===== src/rtl/ilv_target_decoder.sv =====
module ilv_target_decoder #(
  parameter int ADDR_W = 52
) (
  input  logic              clk,
  input  logic              rst_n,
  input  logic              cfg_we,
  input  logic [1:0]        cfg_sel,
  input  logic [31:0]       cfg_wdata,
  input  logic              lk_valid,
  input  logic [ADDR_W-1:0] lk_addr,
  output logic              rsp_valid,
  output logic              rsp_hit,
  output logic [7:0]        rsp_port
);

  logic [31:0] ctrl_q, tgt_lo_q, tgt_hi_q;

  // register writes
  always_ff @(posedge clk) begin
    if (!rst_n) begin
      ctrl_q   <= '0;
      tgt_lo_q <= '0;
      tgt_hi_q <= '0;
    end else if (cfg_we) begin
      case (cfg_sel)
        2'd0:    ctrl_q   <= cfg_wdata;
        2'd1:    tgt_lo_q <= cfg_wdata;
        2'd2:    tgt_hi_q <= cfg_wdata;
        default: ;
      endcase
    end
  end

  logic [3:0] gran, ways;
  logic       committed, ways_ok;
  assign gran      = ctrl_q[3:0];
  assign ways      = ctrl_q[7:4];
  assign committed = ctrl_q[8];
  assign ways_ok   = (ways <= 4'd3);

  // slice index from bit 8+g upward
  logic [ADDR_W-1:0] sliced;
  logic [2:0]        way_mask, way_idx;
  assign sliced = lk_addr >> ({1'b0, gran} + 5'd8);

  always_comb begin
    case (ways[1:0])
      2'd0:    way_mask = 3'b000;
      2'd1:    way_mask = 3'b001;
      2'd2:    way_mask = 3'b011;
      default: way_mask = 3'b111;
    endcase
  end
  assign way_idx = sliced[2:0] & way_mask;

  // byte pick from the two target words
  logic [31:0] tgt_word;
  logic [7:0]  sel_port;
  assign tgt_word = way_idx[2] ? tgt_hi_q : tgt_lo_q;
  assign sel_port = tgt_word[{way_idx[1:0], 3'b000} +: 8];

  logic hit_d;
  assign hit_d = committed && ways_ok;

  // registered response
  always_ff @(posedge clk) begin
    if (!rst_n) begin
      rsp_valid <= 1'b0;
      rsp_hit   <= 1'b0;
      rsp_port  <= 8'd0;
    end else begin
      rsp_valid <= lk_valid;
      rsp_hit   <= lk_valid && hit_d;
      rsp_port  <= (lk_valid && hit_d) ? sel_port : 8'd0;
    end
  end

  logic unused_bits;
  assign unused_bits = ^{ctrl_q[31:9], sliced[ADDR_W-1:3]};

endmodule


===== config.mk =====
export PLATFORM = sky130hd
export DESIGN_NAME = ilv_target_decoder
export DESIGN_NICKNAME = d
export VERILOG_FILES = /design/src/rtl/ilv_target_decoder.sv
export SDC_FILE = /design/constraint.sdc
export NUM_CORES = 1
export LEC_CHECK = 0
export BUFFER_PORTS_ARGS = -buffer_cell sky130_fd_sc_hd__buf_2
export CAP_MARGIN = 20
export CORE_MARGIN = 5
export CORE_UTILIZATION = 50
export CTS_BUF_LIST = sky130_fd_sc_hd__clkbuf_8
export DETAILED_ROUTE_END_ITERATION = 10
export HOLD_SLACK_MARGIN = 0.06
export PLACE_DENSITY = 0.85
export SKIP_CTS_REPAIR_TIMING = 1
export SLEW_MARGIN = 0
export SYNTH_ARGS = -nofsm -noshare
export SYNTH_HDL_FRONTEND = slang
export SYNTH_SLANG_ARGS = --single-unit

===== constraint.sdc =====
create_clock -name clk -period 4.85 [get_ports clk]
set_clock_uncertainty 0.05 [all_clocks]
set_input_delay 0.2425 -clock clk [delete_from_list [all_inputs] [get_ports clk]]
set_output_delay 0.2425 -clock clk [all_outputs]
set_load 0.1 [all_outputs]

==> results.md, run 1 <==
- Seq/Total Area, Yosys: 0.350
- Initial core utilization: 0.514
- Layout Cells excl Fill: a little over 700
- WL final: 13100 microns
- Full die area: around 12000 sq um
- DRC: 0
- Share of post-route cells with drive strength above 1: 0.182
- Post-route ant nets: 0
- Delay of the slowest critical-path stage: approximately 0.85 ns
- Reg area: ~1700 sq um
- Worst vdd ir: approximately 0.15 mV
- CTS sink cnt: slightly above 80
- Synth async-reset ratio: 0
- Vias/cell: around 6.2
- Layout Area Growth over Synthesis: 10.9%
- Max Root-Sink Buffers: 2
- Gate Count Post-Synth: approximately 560
- CP max FO: 25
- Worst-Skew Late Latency: 0.36 ns
- Cell variety after synth: 45
- Crit path kind: reg -> reg
- Final period utilization: 0.696
- Wire per inst: between 15 and 20 microns
- Max Clock Freq: between 0.2 and 0.3 GHz
- Fin nets: roughly 680
- 1st-iter DRT viols: 589
- CP Launch Point: ctrl_q[1]$_SDFFE_PN0P_
- Hold Vio Cnt, Final: 0
- CORE AREA: ~9200 sq um
- Root Buffer Master: clkbuf_8
- Slew headroom: 0.340
- Crit path required time: between 5 and 6 ns
- CP endpoint kind: flop
- YS warnings: 0
- Post-synth EDFFs: 0
- Syn avg cell area: about 8.5 sq um
- Largest net degree at the start of global routing: 75
- Power per cell area: between 200 and 300 nW/um^2
- Hold Crit Class: in -> reg
- Slew @ Worst Pin: 0.986 ns
- Dominant synthesized flop cell: dfxtp_1
- Crit-path slowest cell: mux4_2
- Diode count: 0
- CTS tree: yes
- Endpoints failing setup: 0
- Status: finished clean
- Yosys reg bits: 83
- Worst R2R Start: ctrl_q[1]$_SDFFE_PN0P_
- Post-DP HPWL: approximately 8500 microns
- Worst hold path startpoint: cfg_wdata[14]
- Overall Global Routing Usage: 0.233
- Vias: about 4500
- Post-synthesis cell area: between 4000 and 5000 sq um
- Initial antenna violation count: 0
- Port buffer count: 65
- Critical path cell sequence: mux4_2, nand2_1, o211ai_4, mux2i_1, o2111ai_1
- Arr. time, crit path: 3.55 ns
- Tmin final: 3.38 ns
- Total of fill cells in the finished design: ~790
- Grt ovf: 0
- GP Congestion: around 0.83
- RSZ-0062 raised after global routing: false
- Syn nets: between 600 and 700
- Layout Utilization: 0.570
- CP Launch Type: flop
- DRT Pass-1 Iters: 5
- Dpl cells: just over 700
- Htree depth: 3
- Sum of negative setup slack: 0 ns
- Die W: ~110 microns
- WP buf/inv: 0
- Global-route wire length before repair: roughly 22000 microns
- Io pins: 100
- Rows: 35
- MaxCap Viol Count: 0
- Vias in the first global route: 4417
- P_leak: roughly 1.7 nW
- Clock-pin slew on the worst setup and hold paths: about 0.090 ns
- Die height: 107 microns
- Final slew viol count: 0
- CP delay by family, top: multiplexers
- Num CTS Buffers: 9
- Footprint of the multi-input gates: 2740 sq um
[synth_stat cells, types with 7 or more instances]
cell         n  share of area
nand2_1    132           0.10
dfxtp_1     83           0.35
a21boi_0    64           0.10
clkbuf_1    36          0.028
inv_1       26          0.021
nand3_1     26          0.027
nand4_1     25          0.033
o2111a_1    23          0.055
mux2i_1     22          0.046
o311ai_0    20          0.037
o21ai_1     19          0.020
nor2b_1     11          0.014
buf_2        9         0.0095
o2111ai_1    9          0.017
nor2_1       7         0.0055
[cells by family (layout without fill, tap and decap cells)]
family,count (synthesis),in the layout,synth area share
AO/OA/AOI/OAI,154,154,0.273
flip-flops,83,83,0.350
AND/OR/NAND/NOR,213,213,0.205
multiplexers,32,32,0.0970
buffers and inverters,79,116,0.0751
[layout by cell type, fill, tap and decap left out, drive strengths merged]
cell	count
o41ai	1
a211oi	2
a21bo	1
bufinv	1
and3	1
o41a	1
or2	2
clkinvlp	2
o2111a	23
o21ai	23
clkbuf	10
mux4	10
o311ai	23
dfxtp	83
and2	1
nand4	25
buf	74
and3b	2
inv	28
nor2b	12
a22oi	1
a2111oi	1
nand3	27
o2111ai	9
nand3b	1
nor2	8
and4	1
o311a	1
a21boi	64
nand2	132
o211ai	1
nor3b	1
a32oi	1
clkinv	1
a21oi	2
mux2i	22
[cell type report]
| cell class | count | area share |
|---|---|---|
| Inverter | 26 | 0.0185 |
| Clock inverter | 6 | 0.0124 |
| Clock buffer | 10 | 0.0261 |
| Sequential cell | 83 | 0.316 |
| Tap cell | 129 | 0.0306 |
| Timing Repair Buffer | 74 | 0.0770 |
| Multi-Input combinational cell | 399 | 0.520 |
[layer usage]
metal  wire, microns  share of wire  track usage
met5               0              0            0
met4             281          0.021       0.0839
met3            1030          0.078       0.0504
met2            6520           0.50        0.394
met1            5320           0.40        0.293
[where the power goes]
group | switching (mW) | total (mW) | internal, mW
registers | 0.0186 | 0.720 | 0.702
logic | 0.0958 | 0.159 | 0.0635
clock network | 0.263 | 0.516 | 0.253
[final timing paths]
| kind | slack [ns] | cells past startpoint | endpoint |
|---|---|---|---|
| worst max-delay path | 1.47 | 5 | rsp_port[2]$_SDFF_PN0_ |
| worst min-delay path | 0.08 | 3 | tgt_hi_q[14]$_SDFFE_PN0P_ |
| worst max register to register | 1.47 | 5 | rsp_port[2]$_SDFF_PN0_ |
| worst min register to register | 0.42 | 2 | tgt_hi_q[27]$_SDFFE_PN0P_ |
[state kept, by name, indices dropped and copies added (netlist names)]
signal / flops
ctrl_q: 9
rsp_hit: 1
rsp_port: 8
rsp_valid: 1
tgt_hi_q: 32
tgt_lo_q: 32
[through the flow]
step	worst slack [ns]	cell area [sq um]	power, mW	hold slack [ns]
5_1_grt	1.32	5270	1.44	0.0755
3_3_place_gp	1.64	5040	0.882	0.405
3_5_place_dp	1.57	5040	0.891	0.412
6_report	1.47	5270	1.40	0.0817
2_1_floorplan	2.76	4750	0.832	0.337
4_1_cts	1.55	5250	1.39	0.0806
[worst reg2reg max path: cells and delay by family (launching register included)]
| kind | cells | cell delay [ns] |
|---|---|---|
| mux | 2 | 1.23 |
| simple gates | 1 | 0.83 |
| compound gates | 2 | 0.45 |
| flops | 1 | 0.68 |
(Power assumes the default switching activity.)
==> run 2, diff against run 1 <==
--- a/config.mk
+++ b/config.mk
@@ -12,7 +12,7 @@
 export CTS_BUF_LIST = sky130_fd_sc_hd__clkbuf_8
 export DETAILED_ROUTE_END_ITERATION = 10
 export HOLD_SLACK_MARGIN = 0.06
-export PLACE_DENSITY = 0.85
+export PLACE_DENSITY = 0.88
 export SKIP_CTS_REPAIR_TIMING = 1
 export SLEW_MARGIN = 0
 export SYNTH_ARGS = -nofsm -noshare
==> constraint.sdc (replaced) <==
create_clock -name clk -period 2.9 [get_ports clk]
set_clock_uncertainty 0.05 [all_clocks]
set_input_delay 0.145 -clock clk [delete_from_list [all_inputs] [get_ports clk]]
set_output_delay 0.145 -clock clk [all_outputs]
set_load 0.1 [all_outputs]
==> run 2 against run 1 <==
  * Non-clock buffer count is 41 higher
  * Worst setup slack worse by 1.3 ns
  * Register-to-register slack worse by 1.3 ns
  * Cell area is 7.5% higher
  * Flip-flop and latch count stayed put
  * Power is 68% higher
==> results.md, run 2 (same netlist as run 1, synthesis figures left out) <==
- Vias/cell: approximately 6.3
- CP Launch Point: ctrl_q[1]$_SDFFE_PN0P_
- Layout Area Growth over Synthesis: 19.2%
- Slew headroom: 0.349
- Post-Place Worst Slack: 0.243 ns
- Post-route ant nets: 0
- 1st-iter DRT viols: between 500 and 600
- Worst reg2reg path endpoint: rsp_port[1]$_SDFF_PN0_
- Final period utilization: 0.950
- Post-DP HPWL: around 9100 microns
- Max layer used: met4
- Clock-pin slew on the worst setup and hold paths: approximately 0.080 ns
- Worst R2R Start: ctrl_q[1]$_SDFFE_PN0P_
- Grt ovf: 0
- Clock network power share: 0.356
- Port buffer count: 65
- Global-route wire length before repair: ~22000 microns
- Sum of negative setup slack: 0 ns
- MaxCap Viol Count: 0
- Metal3 WL: 1180 microns
- Slew @ Worst Pin: about 0.97 ns
- Largest net degree at the start of global routing: 74
- Die W: about 110 microns
- Max Clock Freq: approximately 0.36 GHz
- Sequential Power Share: 0.512
- Htree depth: 3
- RSZ-0062 raised after global routing: false
- Final setup margin: ~0.14 ns
- Overall Global Routing Usage: 0.240
- Worst hold path startpoint: cfg_wdata[8]
- Full die area: 11500 sq um
- Endpoints failing setup: 0
- Worst-Skew Late Latency: roughly 0.37 ns
- Met1 wire length: roughly 5600 microns
- GP Congestion: 0.873
- CP max FO: 11
- Share of post-route cells with drive strength above 1: 0.183
- Final slew viol count: 0
- Crit path capture: rsp_port[1]$_SDFF_PN0_
- CP Launch Type: flop
- Tmin final: approximately 2.8 ns
- Comb power frac: 0.132
- Status: finished clean
- Worst r2r path cells: 6
- R2R Setup Slk: 0.14 ns
- Die height: around 110 microns
- Power per cell area: a little over 400 nW/um^2
- Worst vdd ir: 0.180 mV
- Fin nets: 724
- Crit path required time: approximately 3.1 ns
- Diode count: 0
- CTS tree: yes
- Dpl cells: 719
- Layout Cells excl Fill: 768
- Most frequent cells in the layout: 132 x nand2_1, 82 x dfxtp_1, 65 x buf_2
- Arr. time, crit path: between 2 and 3 ns
- P_leak: 1.91 nW
- DRT Pass-1 Iters: 5
- Vias in the first global route: between 4000 and 5000
- Initial antenna violation count: 0
- Max Root-Sink Buffers: 2
- DRC: 0
- Hold Crit Class: in -> reg
- CTS sink cnt: 83
- Routed wl met2: 7000 microns
- Io pins: 100
- CP endpoint kind: flop
- Power, Total: around 2.4 mW
- Most common cell after layout, fill and taps aside: nand2_1
- Rows: 35
- Hold Vio Cnt, Final: 0
- Root Buffer Master: clkbuf_8
- Switching Fraction: 0.273
- WL final: 14200 microns
- Crit path kind: reg -> reg
- Psw: between 0.6 and 0.7 mW
- CORE AREA: 9240 sq um
- Largest registers: tgt_hi_q x32, tgt_lo_q x32, ctrl_q x9
- Internal Power: between 1.5 and 2 mW
- Vias: roughly 4800
- Initial core utilization: 0.514
- Wire per inst: roughly 19 microns
- Num CTS Buffers: 9
-- run 2: changes by cell type in the layout (fill, tap and decap cells not counted), sizes merged --
cell,before,now
buf,74,82
clkbuf,10,9
clkinv,1,3
clkinvlp,2,1
dlygate4sd3,0,33
-- run 2: worst min path at each step --
| stage | end | slack (ns) | cells after the start |
|---|---|---|---|
| 2_1_floorplan | rsp_valid$_SDFF_PN0_ | 0.24 | 1 |
| 3_3_place_gp | rsp_valid$_SDFF_PN0_ | 0.35 | 2 |
| 3_5_place_dp | rsp_valid$_SDFF_PN0_ | 0.35 | 2 |
| 4_1_cts | tgt_lo_q[26]$_SDFFE_PN0P_ | -0.02 | 3 |
| 5_1_grt | tgt_lo_q[8]$_SDFFE_PN0P_ | 0.07 | 3 |
| 6_report | tgt_lo_q[8]$_SDFFE_PN0P_ | 0.07 | 3 |
-- run 2: final cells by class --
type | count | area (sq um)
Clock buffer | 9 | 124
Clock inverter | 7 | 68.8
Fill cell | 744 | 3580
Inverter | 26 | 97.6
Multi-Input combinational cell | 399 | 2740
Sequential cell | 83 | 1660
Tap cell | 129 | 161
Timing Repair Buffer | 115 | 808
-- run 2: power by group through the flow --
| stage | Sequential, mW | Combinational, mW | Clock, mW |
|---|---|---|---|
| 6_report | 1.20 | 0.310 | 0.836 |
| 4_1_cts | 1.20 | 0.269 | 0.828 |
| 3_5_place_dp | 1.23 | 0.267 | 0 |
| 2_1_floorplan | 1.22 | 0.166 | 0 |
| 3_3_place_gp | 1.23 | 0.254 | 0 |
| 5_1_grt | 1.21 | 0.332 | 0.892 |
-- run 2: worst max-delay path, stage by stage, from the launching register on --
cell,delay [ns]
dfxtp_1,0.59
buf_4,0.23
mux4_2,0.55
nand2_1,0.44
o211ai_4,0.28
mux2i_1,0.35
o2111ai_1,0.14
-- run 2: metrics by stage --
step	hold slack [ns]	instance area, sq um	utilization
CTS	-0.0188	5330	0.577
floorplan	0.240	4750	-
finish	0.0674	5660	0.613
global placement	0.352	5140	0.556
detailed placement	0.354	5140	0.556
global route	0.0660	5660	0.613
-- run 2: per-layer routing --
layer	vias to the layer above	global-route usage
li1	2186	-
met1	2296	0.285
met2	279	0.408
met3	55	0.0504
met4	0	0.123
met5	-	0
